--- src/rtl/ea_pkg.sv ---
package ea_pkg;

    localparam int XLEN       = 32;
    localparam int IMM_W      = 16;
    localparam int JMP_W      = 26;
    localparam int MODE_W     = 3;
    localparam int INSN_BYTES = 4;
    localparam int WORD_SHIFT = 2;
    localparam int JMP_HI_W   = XLEN - JMP_W - WORD_SHIFT;

    typedef enum logic [MODE_W-1:0] {
        MODE_ABS      = 3'd0,
        MODE_REG      = 3'd1,
        MODE_REG_PAIR = 3'd2,
        MODE_BASE_OFS = 3'd3,
        MODE_PC_REL   = 3'd4,
        MODE_JUMP     = 3'd5,
        MODE_INDIRECT = 3'd6,
        MODE_UNUSED   = 3'd7
    } ea_mode_e;

    typedef enum logic [1:0] {
        IND_IDLE = 2'd0,
        IND_WAIT = 2'd1,
        IND_DONE = 2'd2
    } ind_state_e;

    typedef struct packed {
        logic [XLEN-1:0] addr;
        logic            arith_ok;
        logic            needs_mem;
        logic            bad_mode;
    } ea_calc_t;

    function automatic logic [XLEN-1:0] sext_imm(input logic [IMM_W-1:0] v);
        return {{(XLEN-IMM_W){v[IMM_W-1]}}, v};
    endfunction

    function automatic logic [XLEN-1:0] next_pc(input logic [XLEN-1:0] p);
        return p + XLEN'(INSN_BYTES);
    endfunction

    function automatic logic [XLEN-1:0] branch_target(input logic [XLEN-1:0] p,
                                                      input logic [IMM_W-1:0] ofs);
        return next_pc(p) + (sext_imm(ofs) << WORD_SHIFT);
    endfunction

    function automatic logic [XLEN-1:0] jump_target(input logic [XLEN-1:0] p,
                                                    input logic [JMP_W-1:0] jf);
        logic [XLEN-1:0] hi_mask;
        hi_mask = {{JMP_HI_W{1'b1}}, {(XLEN-JMP_HI_W){1'b0}}};
        return (next_pc(p) & hi_mask) | (XLEN'(jf) << WORD_SHIFT);
    endfunction

endpackage

--- src/rtl/ea_mode_calc.sv ---
module ea_mode_calc
    import ea_pkg::*;
(
    input  logic [MODE_W-1:0] mode,
    input  logic [XLEN-1:0]   pc,
    input  logic [XLEN-1:0]   ra,
    input  logic [XLEN-1:0]   rb,
    input  logic [IMM_W-1:0]  imm,
    input  logic [JMP_W-1:0]  jfield,
    input  logic [XLEN-1:0]   abs_addr,
    output ea_calc_t          res
);

    always_comb begin
        res = '0;
        unique case (ea_mode_e'(mode))
            MODE_ABS: begin
                res.addr     = abs_addr;
                res.arith_ok = 1'b1;
            end
            MODE_REG: begin
                res.addr     = ra;
                res.arith_ok = 1'b1;
            end
            MODE_REG_PAIR: begin
                res.addr     = ra + rb;
                res.arith_ok = 1'b1;
            end
            MODE_BASE_OFS: begin
                res.addr     = ra + sext_imm(imm);
                res.arith_ok = 1'b1;
            end
            MODE_PC_REL: begin
                res.addr     = branch_target(pc, imm);
                res.arith_ok = 1'b1;
            end
            MODE_JUMP: begin
                res.addr     = jump_target(pc, jfield);
                res.arith_ok = 1'b1;
            end
            MODE_INDIRECT: begin
                res.addr      = ra;
                res.needs_mem = 1'b1;
            end
            default: begin
                res.bad_mode = 1'b1;
            end
        endcase
    end

endmodule

--- src/rtl/ea_ind_fsm.sv ---
module ea_ind_fsm
    import ea_pkg::*;
(
    input  logic            clk,
    input  logic            rst,
    input  logic            start,
    input  logic            rd_valid,
    input  logic [XLEN-1:0] rd_data,
    output logic            busy,
    output logic            done,
    output logic [XLEN-1:0] word
);

    ind_state_e      state_q, state_d;
    logic [XLEN-1:0] word_q;

    always_comb begin
        state_d = state_q;
        unique case (state_q)
            IND_IDLE: if (start)    state_d = IND_WAIT;
            IND_WAIT: if (rd_valid) state_d = IND_DONE;
            IND_DONE:               state_d = IND_IDLE;
            default:                state_d = IND_IDLE;
        endcase
    end

    always_ff @(posedge clk) begin
        if (rst) begin
            state_q <= IND_IDLE;
            word_q  <= '0;
        end else begin
            state_q <= state_d;
            if (state_q == IND_WAIT && rd_valid) word_q <= rd_data;
        end
    end

    assign busy = (state_q != IND_IDLE);
    assign done = (state_q == IND_DONE);
    assign word = word_q;

    // returned data leads to the result one cycle later
    assert_result_follows_data_R8: assert property (@(posedge clk) disable iff (rst)
        (busy && !done && rd_valid) |=> (done && word == $past(rd_data)));

    // a started fetch makes the unit busy on the next cycle
    assert_start_sets_busy_R8: assert property (@(posedge clk) disable iff (rst)
        (start && !busy) |=> busy);

    // busy ends right after the result cycle
    assert_busy_ends_R8: assert property (@(posedge clk) disable iff (rst)
        done |=> !busy);

endmodule

--- src/rtl/eff_addr_gen.sv ---
module eff_addr_gen
    import ea_pkg::*;
(
    input  logic                clk,
    input  logic                rst,
    input  logic                req,
    input  logic [MODE_W-1:0]   mode,
    input  logic [XLEN-1:0]     pc,
    input  logic [XLEN-1:0]     ra,
    input  logic [XLEN-1:0]     rb,
    input  logic [IMM_W-1:0]    imm,
    input  logic [JMP_W-1:0]    jfield,
    input  logic [XLEN-1:0]     abs_addr,
    output logic                mem_rd_en,
    output logic [XLEN-1:0]     mem_rd_addr,
    input  logic                mem_rd_valid,
    input  logic [XLEN-1:0]     mem_rd_data,
    output logic [XLEN-1:0]     ea,
    output logic                ea_valid,
    output logic                busy,
    output logic                illegal
);

    ea_calc_t        calc;
    logic            accept;
    logic            fsm_busy;
    logic            fsm_done;
    logic [XLEN-1:0] fsm_word;

    ea_mode_calc u_calc (
        .mode     (mode),
        .pc       (pc),
        .ra       (ra),
        .rb       (rb),
        .imm      (imm),
        .jfield   (jfield),
        .abs_addr (abs_addr),
        .res      (calc)
    );

    assign accept = req && !fsm_busy;

    ea_ind_fsm u_ind (
        .clk      (clk),
        .rst      (rst),
        .start    (accept && calc.needs_mem),
        .rd_valid (mem_rd_valid),
        .rd_data  (mem_rd_data),
        .busy     (fsm_busy),
        .done     (fsm_done),
        .word     (fsm_word)
    );

    always_comb begin
        ea       = '0;
        ea_valid = 1'b0;
        if (fsm_done) begin
            ea       = fsm_word;
            ea_valid = 1'b1;
        end else if (accept && calc.arith_ok) begin
            ea       = calc.addr;
            ea_valid = 1'b1;
        end
    end

    assign mem_rd_en   = accept && calc.needs_mem;
    assign mem_rd_addr = calc.addr;
    assign busy        = fsm_busy;
    assign illegal     = accept && calc.bad_mode;

    // an undefined mode never yields an address
    assert_illegal_zero_R10: assert property (@(posedge clk) disable iff (rst)
        illegal |-> (ea == '0 && !ea_valid && !mem_rd_en));

    // no read is issued while a fetch is outstanding
    assert_no_read_when_busy_R9: assert property (@(posedge clk) disable iff (rst)
        busy |-> !mem_rd_en);

    // while waiting, nothing is reported
    assert_quiet_while_waiting_R9: assert property (@(posedge clk) disable iff (rst)
        (busy && !fsm_done) |-> (!ea_valid && !illegal));

    // jump targets are word aligned and keep the upper PC bits
    assert_jump_shape_R6: assert property (@(posedge clk) disable iff (rst)
        (ea_valid && !busy && mode == MODE_JUMP) |->
            (ea[WORD_SHIFT-1:0] == '0 &&
             ea[XLEN-1 -: JMP_HI_W] == next_pc(pc) >> (XLEN-JMP_HI_W)));

    // ea is zero whenever no result is flagged
    assert_idle_zero_R7: assert property (@(posedge clk) disable iff (rst)
        !ea_valid |-> ea == '0);

    // a read is followed by the busy window
    assert_read_then_busy_R8: assert property (@(posedge clk) disable iff (rst)
        mem_rd_en |=> (busy && !ea_valid));

endmodule

--- config.mk ---
export PLATFORM = sky130hd
export DESIGN_NAME = eff_addr_gen
export DESIGN_NICKNAME = d
export VERILOG_FILES = /design/src/rtl/ea_pkg.sv /design/src/rtl/ea_mode_calc.sv /design/src/rtl/ea_ind_fsm.sv /design/src/rtl/eff_addr_gen.sv
export SDC_FILE = /design/constraint.sdc
export NUM_CORES = 1
export LEC_CHECK = 0
export BUFFER_PORTS_ARGS = -buffer_cell sky130_fd_sc_hd__buf_2
export CAP_MARGIN = 20
export CORE_AREA = 2 2 116 174
export DETAILED_ROUTE_END_ITERATION = 8
export DIE_AREA = 0 0 118 176
export PLACE_DENSITY = 0.66
export SYNTH_ARGS = -nofsm -noshare
export SYNTH_HDL_FRONTEND = slang
export SYNTH_SLANG_ARGS = --single-unit
--- constraint.sdc ---
create_clock -name clk -period 7.7 [get_ports clk]
set_input_delay 0.385 -clock clk [delete_from_list [all_inputs] [get_ports clk]]
set_output_delay 0.385 -clock clk [all_outputs]
set_load 0.005 [all_outputs]
==> summary.md, run 1 <==
| Metric | Value |
|---|---|
| Status | `completed` |
| Antenna Nets Post-Route | `0` |
| Hold_buf cts | `0` |
| Final wirelength | `31.3 mm` |
| Worst EP required | `7.32 ns` |
| Endpoints failing setup | `0` |
| Post-CTS sizing | `0` |
| Main combinational cell family by area after synthesis | `compound AO/OA/AOI/OAI gates` |
| Setup TNS | `0 ns` |
| Core area | `roughly 19000 µm²` |
| Worst endpoint data arrival time | `4.76 ns` |
| Initial antenna violation count | `3` |
| Htree depth | `2` |
| Measured slew at the worst slew-check pin | `0.829 ns` |
| Pwr dens | `114 nW/µm²` |
| Largest net degree at the start of global routing | `66` |
| Synth area leader | `ha_1` |
| Avg WL per Cell | `19.7 µm` |
| Vias post-DR | `9338` |
| Syn avg cell area | `6.85 µm²` |
| Hold_ws | `0.340 ns` |
| Top-area cell type share of the netlist area | `10.7%` |
| Minimum clock period after layout | `5.14 ns` |
| Worst Path Max Fanout | `14` |
| Detailed Place HPWL | `about 26 mm` |
| Clock latency on the worst-skew pair | `0.28 ns` |
| Slew Limit Headroom | `between 40 and 50%` |
| Worst reg2reg startpoint | `u_ind.state_q[0]$_SDFFE_PP0P_` |
| Die H | `176 µm` |
| Worst setup path start | `mode[1]` |
| Maximum VDD drop | `191 µV` |
| GRT Overall Usage | `28.7%` |
| Clock Tree Buf Depth | `2` |
| # clock sinks | `34` |
| Top-Level Pins | `277` |
| Unrepaired setup endpoints after global routing | `false` |
| Starting Density | `between 30% and 40%` |
| TritonCTS clock tree | `built` |
| Congestion Overflow GR | `0` |
| Worst Skew | `0.00407 ns` |
| Vias in the first global route | `~8900` |
| Synth Cell Area | `7610 µm²` |
| Tcrit/Tclk final | `approximately 67%` |
| Critical path start-end classification | `in2out` |
| LEAKAGE | `0.00423 µW` |
| Simple-gate portion of the synthesized area | `24.7%` |
| Nets | `1604` |
| Final hold vios | `0` |
| Total CTS buffers | `5` |
| Post-Synth Adder-Cell Area | `11.2%` |
| Post-synth EDFFs | `0` |
| Yosys reg bits | `34` |
| Number of max-cap violations | `0` |
| Prevailing post-synth register cell | `dfxtp_1` |
| Syn-to-layout area delta | `20.9%` |
| First-pass GRT wire length | `47.5 mm` |
| Via density | `5.88` |
| PortBufs | `276` |
| Total setup buffers inserted after CTS | `0` |
| Async set or reset register ratio after synthesis | `0%` |
| GP Congestion | `0.978` |
| Residual DRC count | `0` |
| Clock root buffer | `clkbuf_16` |
| Hold Startpoint | `mem_rd_data[6]` |
| Synth Warn # | `0` |
| Clock Pin Slew Worst Setup and Hold Paths | `~0.060 ns` |
| Register area share after synthesis | `about 8.9%` |
| Post-synthesis cell type count | `85` |
| Chip width | `118 µm` |
| Iteration-0 DRC Markers | `550` |
| HP Class | `in2reg` |
| Top cells by area, synth | `ha_1 (11%), nand2_1 (9.2%), dfxtp_1 (8.9%), a21oi_1 (7.4%), xnor2_1 (5.3%)` |
| Area of the die | `20800 µm²` |
| Ratio of cells with drive above 1 in the final layout | `26.5%` |
| Critical Path End Type | `primary output` |
| Cell row count | `62` |
| Drt first pass iters | `6` |
| Slew Viols, Final | `0` |
| Complex-gate fraction of the synthesized area | `32.7%` |
| Mux contribution to synthesized area | `7.73%` |
| Mapped Nets | `1387` |
| Post-Syn Instances | `1111` |
| Achievable clock frequency | `0.195 GHz` |
| Post-Synth XOR/XNOR Area | `about 8%` |
| Critical Path Start Type | `input pin` |
==> cell type report <==
cell class,count,area (µm²)
multi-input combinational,966,6430
clock inverter,1,5.00
inverter,33,124
clock buffer,7,143
antenna,3,7.51
fill,2062,9960
tap,256,320
sequential,34,681
timing repair buffer,288,1490
==> layer usage <==
metal | wire [µm] | track usage [%]
met5 | 0 | 0
met4 | 1310 | 13.4
met3 | 2040 | 3.46
met2 | 15200 | 49.7
met1 | 12800 | 35.2
==> critical path, stage by stage <==
cell	delay, ns
buf_2	0.11
inv_1	0.37
nor2_1	0.08
buf_4	0.20
nand2_1	0.43
mux2_2	0.40
ha_1	0.22
fa_1	0.40
a21oi_1	0.26
o211ai_1	0.18
a21oi_2	0.35
a211oi_1	0.15
or3_1	0.37
a21oi_1	0.17
a2bb2oi_1	0.36
o21ai_0	0.15
buf_2	0.16
==> placed cells by master (no fill, tap or decap), types with 7 or more instances in the layout <==
| cell type | netlist | layout |
|---|---|---|
| a221oi_1 | 9 | 9 |
| nor2b_1 | 9 | 8 |
| buf_2 | 10 | 276 |
| xnor2_1 | 46 | 46 |
| a22o_1 | 25 | 25 |
| nor2_1 | 59 | 59 |
| a21o_1 | 16 | 16 |
| a211oi_1 | 9 | 9 |
| and3_1 | 18 | 18 |
| or3_1 | 9 | 9 |
| o21ai_0 | 69 | 69 |
| ha_1 | 65 | 65 |
| nand2_1 | 186 | 186 |
| dfxtp_1 | 34 | 34 |
| xor2_1 | 25 | 25 |
| mux2_2 | 28 | 28 |
| nor3_1 | 26 | 26 |
| o22ai_1 | 8 | 8 |
| inv_1 | 32 | 32 |
| nand2b_1 | 10 | 10 |
| a22oi_1 | 7 | 7 |
| a222oi_1 | 8 | 8 |
| o21bai_1 | 11 | 11 |
| mux2i_1 | 25 | 25 |
| nand4_1 | 25 | 25 |
| nand3_1 | 30 | 30 |
| o211ai_1 | 17 | 17 |
| a31oi_1 | 8 | 8 |
| o21a_1 | 10 | 10 |
| buf_4 | 1 | 11 |
| a21oi_1 | 113 | 113 |
==> sequential cells by signal, indices dropped and copies added, names as in the netlist <==
| signal | count |
|---|---|
| u_ind.state_q | 2 |
| u_ind.word | 32 |
==> report_power, final <==
part	internal [µW]	switching (µW)	total, µW
Combinational	272	391	663
Sequential	178	1.05	179
Clock	128	74.9	203
Total	578	467	1050
==> kinds of logic (layout without fill, tap and decap cells) <==
logic type	after synthesis	count (layout)
flops	34	34
buf+inv	111	329
other cells	0	3
xor+xnor	71	71
compound gates	371	371
fa+ha+maj	67	67
mux	54	54
simple gates	403	403
==> synthesized netlist by cell type (5+ instances only) <==
cell type  instances
and2_1             6
clkbuf_1          50
nand2b_1          10
a22o_1            25
o21ai_0           69
o22ai_1            8
a221oi_1           9
a22oi_1            7
dfxtp_1           34
a21boi_0           5
or3_1              9
nand4_1           25
ha_1              65
xor2_1            25
o211ai_1          17
nand2_1          186
a211o_1            5
mux2_2            28
or2_2              5
o21a_1            10
and3_1            18
a31oi_1            8
a21o_1            16
a21oi_1          113
nor2b_1            9
buf_1              8
o221ai_1           6
nor3_1            26
nand3_1           30
buf_2             10
mux2i_1           25
xnor2_1           46
a222oi_1           8
a211oi_1           9
inv_1             32
nor2_1            59
o21bai_1          11
==> path summary, 6_finish.rpt <==
| kind | slack, ns | cells past startpoint | end |
|---|---|---|---|
| worst min register to register | 0.45 | 2 | u_ind.word[12]$_SDFFE_PP0P_ |
| worst max register to register | 6.17 | 4 | u_ind.word[11]$_SDFFE_PP0P_ |
| worst min-delay path | 0.34 | 3 | u_ind.word[6]$_SDFFE_PP0P_ |
| worst max-delay path | 2.56 | 17 | ea[18] |
==> stage by stage <==
stage          power (µW)  setup WS, ns  utilization [%]  cells  instance area [µm²]
2_1_floorplan         604          3.44                -   1111                 7610
3_3_place_gp          834          2.76             47.1   1576                 9020
3_5_place_dp          832          2.67             47.2   1577                 9050
4_1_cts              1040          2.66             48.0   1585                 9200
5_1_grt              1110          2.31             48.0   1588                 9200
6_report             1050          2.56             48.0   1588                 9200
Power figures use the tool's default switching activity.
==> run 2: changes to the inputs <==
ABC_AREA = 1   (was unset)
CORE_AREA = 2 2 121 181   (was 2 2 116 174)
DIE_AREA = 0 0 123 183   (was 0 0 118 176)
PLACE_DENSITY = 0.67   (was 0.66)
clock period = 4.25 ns   (was 7.7 ns; I/O delays follow)
==> summary.md, run 2 <==
| Metric | Value |
|---|---|
| Slew Limit Headroom | `35.1%` |
| Clock Tree Buf Depth | `2` |
| Critical Path End Type | `primary output` |
| Clock Pin Slew Worst Setup and Hold Paths | `0.06 ns` |
| Final wirelength | `35.3 mm` |
| Starting Density | `39.3%` |
| Worst Skew | `0.00306 ns` |
| Hold Startpoint | `mem_rd_data[18]` |
| Worst Path Max Fanout | `5` |
| PortBufs | `~280` |
| Prevailing post-synth register cell | `dfxtp_1` |
| Residual DRC count | `0` |
| Nets | `2091` |
| Post-synthesis cell type count | `48` |
| HP Class | `in2reg` |
| Register area share after synthesis | `under 10%` |
| Vias post-DR | `10900` |
| Async set or reset register ratio after synthesis | `0%` |
| Post-CTS sizing | `0` |
| Via density | `5.23` |
| Congestion Overflow GR | `0` |
| Antenna Nets Post-Route | `0` |
| Core area | `21000 µm²` |
| Ratio of cells with drive above 1 in the final layout | `20.0%` |
| Iteration-0 DRC Markers | `around 600` |
| First-pass GRT wire length | `54.0 mm` |
| GRT Overall Usage | `between 30% and 40%` |
| Cell depth of the worst hold path | `3` |
| Most used cells in the layout excluding fill and tap cells | `nand2_1 (559), buf_2 (276), inv_1 (242)` |
| Hold_buf cts | `0` |
| Maximum VDD drop | `315 µV` |
| RR Endpoint | `u_ind.word[8]$_SDFFE_PP0P_` |
| Chip width | `123 µm` |
| Synth Cell Area | `between 8000 and 9000 µm²` |
| # clock sinks | `34` |
| Avg WL per Cell | `approximately 17 µm` |
| TritonCTS clock tree | `built` |
| Most common cell after layout, fill and taps aside | `nand2_1` |
| Cell row count | `65` |
| Post-Syn Instances | `1562` |
| Number of max-cap violations | `0` |
| # fillers | `2412` |
| WHS Endpoint | `u_ind.word[18]$_SDFFE_PP0P_` |
| Slew Viols, Final | `0` |
| Top cells by area, synth | `nand2_1 (25%), inv_1 (11%), ha_1 (9.9%), dfxtp_1 (8.3%), nand3_1 (6.9%)` |
| Htree depth | `2` |
| Measured slew at the worst slew-check pin | `0.972 ns` |
| Die H | `183 µm` |
| Post-synth EDFFs | `0` |
| Endpoints failing setup | `0` |
| Utilization after layout | `around 48%` |
| Reg2Reg Setup Slack | `slightly below 2 ns` |
| Achievable clock frequency | `around 0.26 GHz` |
| Count leader, synth | `nand2_1` |
| Detailed Place HPWL | `30.1 mm` |
| Worst endpoint data arrival time | `3.60 ns` |
| Unrepaired setup endpoints after global routing | `false` |
| Syn-to-layout area delta | `21.3%` |
| Top-area cell type share of the netlist area | `between 20% and 30%` |
| Total setup buffers inserted after CTS | `0` |
| Placed Instances | `2076` |
| Final hold vios | `0` |
| Sw Ratio | `47.6%` |
| Vias in the first global route | `10700` |
| Largest register FFs | `32` |
| Clock latency on the worst-skew pair | `0.29 ns` |
| Minimum clock period after layout | `around 3.8 ns` |
| P_sw | `approximately 890 µW` |
| Worst slack at placement | `~0.45 ns` |
| Combinational Power Share | `62.8%` |
| Total CTS buffers | `5` |
| Flop pwr share | `about 17%` |
| Largest net degree at the start of global routing | `52` |
| Pwr dens | `188 nW/µm²` |
| Internal power | `approximately 990 µW` |
| GP Congestion | `0.963` |
| Clock root buffer | `clkbuf_16` |
| Top-Level Pins | `277` |
| Tcrit/Tclk final | `89.8%` |
| Clock power share | `19.9%` |
| Setup slack after layout | `0.434 ns` |
| Fin cells | `2085` |
| Drt first pass iters | `7` |
| Worst EP required | `between 4 and 5 ns` |
| Top cells by count, synth | `nand2_1 (559), inv_1 (242), nor2_1 (143)` |
| LEAKAGE | `0.00567 µW` |
| Setup TNS | `0 ns` |
| Depth of the worst register-to-register path | `3` |
| Syn avg cell area | `5.28 µm²` |
| Critical path start-end classification | `in2out` |
| Synth Warn # | `0` |
| Synth area leader | `nand2_1` |
| Yosys reg bits | `34` |
| Worst reg2reg startpoint | `u_ind.state_q[0]$_SDFFE_PP0P_` |
| Area of the die | `22500 µm²` |
| Mapped Nets | `roughly 1800` |
| Critical Path Start Type | `input pin` |
| Initial antenna violation count | `1` |
| Status | `completed` |
## run 2: how the worst max path moves through the flow
stage | startpoint | endpoint | slack [ns]
2_1_floorplan | pc[2] | ea[29] | 1.47
3_3_place_gp | pc[2] | ea[29] | 0.46
3_5_place_dp | pc[2] | ea[29] | 0.45
4_1_cts | pc[2] | ea[29] | 0.45
5_1_grt | pc[2] | ea[29] | 0.14
6_report | pc[2] | ea[29] | 0.43
## run 2: kinds of logic after synthesis
kind of cell	after synthesis	share of synthesized area [%]
compound gates	201	15.1
fa+ha+maj	67	10.4
xor+xnor	25	2.66
buf+inv	288	13.6
simple gates	947	50.1
flops	34	8.26
## run 2: through the flow
stage / hold slack [ns] / area, µm² / power (µW)
floorplan: 0.384 / 8240 / 1060
global placement: 0.450 / 9850 / 1490
detailed placement: 0.452 / 9850 / 1490
CTS: 0.191 / 10000 / 1870
global route: 0.212 / 10000 / 2030
finish: 0.198 / 10000 / 1880
## run 2: power by group through the flow
stage	Combinational, µW	Sequential [µW]	Clock [µW]
2_1_floorplan	729	332	0
3_3_place_gp	1160	333	0
3_5_place_dp	1160	333	0
4_1_cts	1170	326	381
5_1_grt	1310	327	389
6_report	1180	326	373
## run 2: final cells by class
| type | count | area (µm²) | share of cell area [%] |
|---|---|---|---|
| tap | 268 | 335 | 3.35 |
| antenna | 1 | 2.50 | 0.0250 |
| timing repair buffer | 283 | 1430 | 14.3 |
| sequential | 34 | 681 | 6.81 |
| clock buffer | 7 | 143 | 1.43 |
| inverter | 251 | 942 | 9.42 |
| multi-input combinational | 1240 | 6460 | 64.6 |
| clock inverter | 1 | 5.00 | 0.0500 |
## run 2: critical path: stages
cell and delay [ns]:
buf_2 0.09, ha_1 0.15, nand2_1 0.08, inv_1 0.10, nand3_2 0.16, nor2_4 0.21, nand2_2 0.11, nor4_2 0.26
nand2_1 0.11, xor2_1 0.14, inv_1 0.06, ha_1 0.37, nand2_1 0.17, nor2_1 0.20, nand2_1 0.15, nor3_1 0.16
nand2_1 0.16, nand3_1 0.13, nand3_1 0.10, nand3_1 0.22, nand2_1 0.07, nand2_1 0.06, buf_2 0.10
## run 2: metal layers
layer	part of all wire (%)	up-vias	global-route usage (%)	wire length [µm]
li1	-	5513	-	-
met1	39	4898	34.3	13800
met2	50	386	56.4	17500
met3	5.1	100	2.83	1790
met4	6.0	0	17.0	2100
met5	0	-	0	0
